$ cat config.mk
export PLATFORM = sky130hd
export DESIGN_NAME = msg_stamp_timer
export DESIGN_NICKNAME = d
export VERILOG_FILES = /design/src/rtl/msg_stamp_pkg.sv /design/src/rtl/mst_rst_sync.sv /design/src/rtl/mst_prescaler.sv /design/src/rtl/mst_counter.sv /design/src/rtl/mst_capture.sv /design/src/rtl/msg_stamp_timer.sv
export SDC_FILE = /design/constraint.sdc
export NUM_CORES = 1
export LEC_CHECK = 0
export CAP_MARGIN = 0
export CORE_MARGIN = 2
export CORE_UTILIZATION = 50
export DETAILED_ROUTE_END_ITERATION = 8
export DONT_BUFFER_PORTS = 1
export GPL_TIMING_DRIVEN = 1
export SLEW_MARGIN = 5
export SYNTH_ARGS = -nofsm -noshare
export SYNTH_HDL_FRONTEND = slang
export SYNTH_HIERARCHICAL = 1
export SYNTH_SLANG_ARGS = --single-unit
$ cat constraint.sdc
create_clock -name clk -period 5.8 [get_ports clk]
set_clock_uncertainty 0.15 [all_clocks]
set_input_delay 0.87 -clock clk [delete_from_list [all_inputs] [get_ports clk]]
set_output_delay 0.87 -clock clk [all_outputs]
set_load 0.01 [all_outputs]
$ cat src/rtl/msg_stamp_pkg.sv
package msg_stamp_pkg;
  localparam int unsigned FIXED_DIV = 8;

  typedef enum logic {
    SYNC_AT_SOF = 1'b0,
    SYNC_AT_EOF = 1'b1
  } sync_edge_e;
endpackage

$ cat src/rtl/mst_rst_sync.sv
module mst_rst_sync (
  input  logic clk,
  input  logic rst_n,
  output logic rst_n_sync
);
  logic [1:0] sr_q;

  always_ff @(posedge clk or negedge rst_n) begin
    if (!rst_n) sr_q <= 2'b00;
    else        sr_q <= {sr_q[0], 1'b1};
  end

  assign rst_n_sync = sr_q[1];
endmodule

$ cat src/rtl/mst_prescaler.sv
module mst_prescaler #(
  parameter int unsigned PSC_W   = 8,
  parameter int unsigned FIX_DIV = 8
) (
  input  logic             clk,
  input  logic             rst_n,
  input  logic             run,
  input  logic             wr,
  input  logic [PSC_W-1:0] wdata,
  output logic             tick
);
  localparam int unsigned FW = (FIX_DIV > 2) ? $clog2(FIX_DIV) : 1;
  localparam logic [FW-1:0] FIX_LAST = FW'(FIX_DIV - 1);

  logic [FW-1:0]    fix_q, fix_d;
  logic [PSC_W-1:0] pcnt_q, pcnt_d;
  logic [PSC_W-1:0] pend_q, act_q;
  logic             pend_en, act_en, fix_end;

  // fixed stage end and programmable terminal count
  always_comb begin
    fix_end = run && (fix_q == FIX_LAST);
    tick    = fix_end && (pcnt_q == act_q);

    if (!run)        fix_d = '0;
    else if (fix_end) fix_d = '0;
    else             fix_d = fix_q + 1'b1;

    if (!run || tick) pcnt_d = '0;
    else if (fix_end) pcnt_d = pcnt_q + 1'b1;
    else              pcnt_d = pcnt_q;

    pend_en = wr;
    act_en  = !run || tick;
  end

  always_ff @(posedge clk or negedge rst_n) begin
    if (!rst_n) begin
      fix_q  <= '0;
      pcnt_q <= '0;
    end else begin
      fix_q  <= fix_d;
      pcnt_q <= pcnt_d;
    end
  end

  always_ff @(posedge clk or negedge rst_n) begin
    if (!rst_n)       pend_q <= '0;
    else if (pend_en) pend_q <= wdata;
  end

  always_ff @(posedge clk or negedge rst_n) begin
    if (!rst_n)      act_q <= '0;
    else if (act_en) act_q <= pend_q;
  end
endmodule

$ cat src/rtl/mst_counter.sv
module mst_counter #(
  parameter int unsigned TMR_W = 16
) (
  input  logic             clk,
  input  logic             rst_n,
  input  logic             run,
  input  logic             tick,
  input  logic             ovf_clr,
  output logic [TMR_W-1:0] count,
  output logic             ovf
);
  logic [TMR_W-1:0] cnt_d;
  logic             ovf_d, wrap;

  always_comb begin
    wrap = run && tick && (count == {TMR_W{1'b1}});
    if (!run)      cnt_d = '0;
    else if (tick) cnt_d = count + 1'b1;
    else           cnt_d = count;

    if (wrap)         ovf_d = 1'b1;
    else if (ovf_clr) ovf_d = 1'b0;
    else              ovf_d = ovf;
  end

  always_ff @(posedge clk or negedge rst_n) begin
    if (!rst_n) begin
      count <= '0;
      ovf   <= 1'b0;
    end else begin
      count <= cnt_d;
      ovf   <= ovf_d;
    end
  end
endmodule

$ cat src/rtl/mst_capture.sv
module mst_capture #(
  parameter int unsigned W = 16
) (
  input  logic         clk,
  input  logic         rst_n,
  input  logic         load,
  input  logic [W-1:0] din,
  output logic [W-1:0] dout
);
  always_ff @(posedge clk or negedge rst_n) begin
    if (!rst_n)    dout <= '0;
    else if (load) dout <= din;
  end
endmodule

$ cat src/rtl/msg_stamp_timer.sv
module msg_stamp_timer
  import msg_stamp_pkg::*;
#(
  parameter int unsigned NUM_OBJ = 6,
  parameter int unsigned TMR_W   = 16,
  parameter int unsigned PSC_W   = 8
) (
  input  logic                     clk,
  input  logic                     rst_n,
  input  logic                     ctl_en,
  input  logic                     psc_wr,
  input  logic [PSC_W-1:0]         psc_wdata,
  input  logic                     ovf_clr,
  input  logic                     tt_mode,
  input  logic                     sync_sel,
  input  logic                     sof_pulse,
  input  logic                     eof_pulse,
  input  logic [NUM_OBJ-1:0]       tx_ok,
  input  logic [NUM_OBJ-1:0]       rx_ok,
  output logic [TMR_W-1:0]         timer_val,
  output logic                     ovf_flag,
  output logic [TMR_W-1:0]         sync_val,
  output logic [NUM_OBJ*TMR_W-1:0] stamp_flat,
  output logic                     no_retry
);
  logic rst_n_i;
  logic tick;
  logic sync_load;
  sync_edge_e sync_edge;

  mst_rst_sync u_rst (
    .clk        (clk),
    .rst_n      (rst_n),
    .rst_n_sync (rst_n_i)
  );

  mst_prescaler #(.PSC_W(PSC_W), .FIX_DIV(FIXED_DIV)) u_psc (
    .clk   (clk),
    .rst_n (rst_n_i),
    .run   (ctl_en),
    .wr    (psc_wr),
    .wdata (psc_wdata),
    .tick  (tick)
  );

  mst_counter #(.TMR_W(TMR_W)) u_cnt (
    .clk     (clk),
    .rst_n   (rst_n_i),
    .run     (ctl_en),
    .tick    (tick),
    .ovf_clr (ovf_clr),
    .count   (timer_val),
    .ovf     (ovf_flag)
  );

  always_comb begin
    sync_edge = sync_edge_e'(sync_sel);
    sync_load = tt_mode && ((sync_edge == SYNC_AT_EOF) ? eof_pulse : sof_pulse);
  end

  mst_capture #(.W(TMR_W)) u_sync (
    .clk   (clk),
    .rst_n (rst_n_i),
    .load  (sync_load),
    .din   (timer_val),
    .dout  (sync_val)
  );

  for (genvar i = 0; i < NUM_OBJ; i++) begin : g_obj
    mst_capture #(.W(TMR_W)) u_stamp (
      .clk   (clk),
      .rst_n (rst_n_i),
      .load  (tx_ok[i] | rx_ok[i]),
      .din   (timer_val),
      .dout  (stamp_flat[i*TMR_W +: TMR_W])
    );
  end

  assign no_retry = tt_mode;
endmodule

==> out/results.ini <==
[placement]
numPortBuffers = 0
gp_congestion = 0.751
hpwl_um = 8960

[detailed_routing]
post-route-drc-count = 0
via_per_inst = 5.46
antenna_left = 0
route.detailed.wl_per_inst_um = 22.2
drt_wl_total_um = 13700
num_vias = 3377
firstDrtPassIters = 4
first_iter_violations = 180

[cells_and_area]
utilization_pct = 55.4
final_layout_size_suffix_gt1_share_pct = 37.2
nets = 463
layout.area.seq_um2 = 3960
diodes = 0
fillers = 1075
area_growth_pct = 8.33
multiInputGateArea_um2 = 2530

[global_routing]
grt_pass1_vias = 3555
grt_max_degree = 73
grt_overflow_total = 0
grt_pass1_wl_um = 21200
antenna_found_initial = 0
track_usage_pct = 19.6

[cts]
clkLatencyLatePin_ps = 420
cts_buffer_depth = 2
cts.sinks = 158
htreeDepth = 4
cts_made_buffers = 17
cts_tree = yes
cts.clk_slew.worst_paths_ps = 60
cts_setup_buffers = 0
root_buffer = clkbuf_16

[synthesis]
syn_nets = 461
syn_inst = 428
netlist_area_um2 = 6740
ys_seq_area_share_pct = 58.6
avgSynthCellArea_um2 = 15.8
synth-edff-count = 0
synth.distinct_cells = 35
synth_flop_cell = dfrtp_1
async_flop_share_pct = 100
yosysWarnings = 6
ys_ff_latch = 158

[setup_path]
timing.rr.end = u_cnt/count[10]
r2r_cells = 8
cp-start-kind = flip-flop
path_class = flip-flop to flip-flop
rr_startpoint = u_psc/fix_q[0]
critPathArrivalTime_ps = 3550
critPathLaunch = u_psc/fix_q[0]
r2r_slack_ps = 2450
cp_max_fo = 8
worst_ep_required_time_ps = 6000
end_kind = flip-flop
crit_end = u_cnt/count[10]

[timing]
fin_crit_sh_pct = 57.7
max_freq_ghz = 0.299
setup_viol = 0
setup_tns_ps = 0
slew_headroom_pct = 19.6
slew_violations = 0
hold_slack_ps = 174
rsz0062_at_grt = false
hold_viol_final = 0
fin_crit_ps = 3350
tightest_slew_ps = 1200

[die]
io-pin-count = 159
die_x_um = 120
die_height_um = 120
start_util_pct = 51.1
rows = 42
core_um2 = 13200
die-area_um2 = 14400

[pwr]
total_leakage_power_nw = 3.61
switchingPower_mw = 0.497
p_per_area_nw_per_um2 = 315
ir_drop_uv = 201
p_comb_share_pct = 3.9
internal_power_mw = 1.80
pwr-share-seq_pct = 49.4
clockPowerShare_pct = 46.7
p_sw_share_pct = 21.6

[min_path]
hp-class = flip-flop to asynchronous set/reset pin

[flow_run]
maxCapViolations = 0

[run_status]
outcome = finished, final reports clean

power groups by stage:
stage          clock (mW)  sequential [mW]  combinational, mW
6_report             1.07             1.14             0.0888
5_1_grt              1.15             1.14             0.0967
4_1_cts              1.10             1.14             0.0910
3_5_place_dp            0             1.16             0.0903
3_3_place_gp            0             1.16             0.0880
2_1_floorplan           0             1.16             0.0796
critical path, stage by stage, from the launching register on:
cell     delay [ps]
dfrtp_1         340
ha_1            150
ha_1            280
nand3_2         140
nor3_1          850
nand3_1         260
or3_1           470
or4b_1          540
nand2_1          90
through the flow:
step	cell area [µm²]	power [mW]	std cells	worst slack, ps
3_5_place_dp	6730	1.25	586	2380
6_report	7300	2.30	619	2450
4_1_cts	7300	2.32	619	2460
3_3_place_gp	6730	1.24	586	2530
2_1_floorplan	6740	1.24	428	922
5_1_grt	7300	2.38	619	2250
registers in the layout, indices dropped and copies added, names as in the netlist:
name	cells
u_psc/act_q	8
g_obj.u_stamp/dout	96
u_psc/pcnt_q	8
u_psc/pend_q	8
u_sync/dout	16
u_psc/fix_q	3
u_cnt/ovf	1
u_cnt/count	16
u_rst/sr_q	2
cells in the mapped netlist (all sizes together) (2+ instances only):
library cell	n	area, µm²
o21ai	6	30.0
mux2i	2	20.0
mux2	128	1720
or3	6	37.5
o211ai	2	15.0
clkbuf	2	7.51
ha	4	50.1
nand4	4	31.3
nor3	4	20.0
xnor2	17	149
nor4	2	12.5
nor2	9	33.8
buf	18	250
xor2	5	43.8
nand2	18	67.6
o31ai	2	28.8
nand3	8	50.1
nor2b	4	25.0
a21boi	4	30.0
or2	6	37.5
dfrtp	158	3950
or4b	3	30.0
and2	10	62.6
inv	2	7.51
final cells by class:
type	instances	share of cell area (%)
clock buffer	21	6.17
sequential	158	54.2
multi-input combinational	248	34.6
clock inverter	11	1.61
tap	176	3.01
timing repair buffer	3	0.343
inverter	2	0.103
worst min path at each step:
stage | to | depth (start not counted) | slack [ps]
finish | g_obj[1].u_stamp/dout[15] | 0 | 170
global route | g_obj[1].u_stamp/dout[3] | 0 | 230
CTS | g_obj[3].u_stamp/dout[3] | 0 | 200
detailed placement | u_rst/sr_q[1] | 0 | 180
global placement | g_obj[2].u_stamp/dout[2] | 0 | 180
floorplan | u_rst/sr_q[1] | 0 | 180
layer usage:
metal | track usage [%] | routed length, µm | vias to the layer above | part of all wire, %
li1 | - | - | 1499 | -
met1 | 25.9 | 5970 | 1743 | 43
met2 | 30.1 | 6660 | 119 | 49
met3 | 6.89 | 947 | 16 | 6.9
met4 | 6.62 | 159 | 0 | 1.2
met5 | 0 | 0 | - | 0
cells by family after synthesis:
kind of cell | Yosys count | synth area share (%)
AO/OA/AOI/OAI | 15 | 1.67
other | 1 | 0.0556
AND/OR/NAND/NOR | 76 | 6.31
buffers and inverters | 22 | 3.93
XOR/XNOR | 22 | 2.86
adder cells (fa/ha/maj) | 4 | 0.742
multiplexers | 130 | 25.8
flip-flops | 158 | 58.6
cells in the final DEF (no fill, tap or decap), types with 3 or more instances in the layout:
cell       netlist  routed
a21boi_0         4       4
and2_1          10      10
clkbuf_1         2       3
clkbuf_16        0      17
clkinv_2         0       5
dfrtp_1        158     157
ha_1             4       4
mux2_2          54      54
mux2_4          74      74
nand2_1         18      18
nand3_1          6       6
nand4_1          3       3
nor2_1           9       9
nor2b_1          4       3
nor3_1           4       4
o21ai_0          6       6
or2_1            6       6
or3_1            6       6
or4b_1           3       3
xnor2_1         17      17
xor2_1           5       5
timing repair:
item	CTS	global route
hold buffers	1	0
resized for setup	0	0
hold endpoints to repair	2	0
Note: power is estimated with default switching activity, not from simulation.
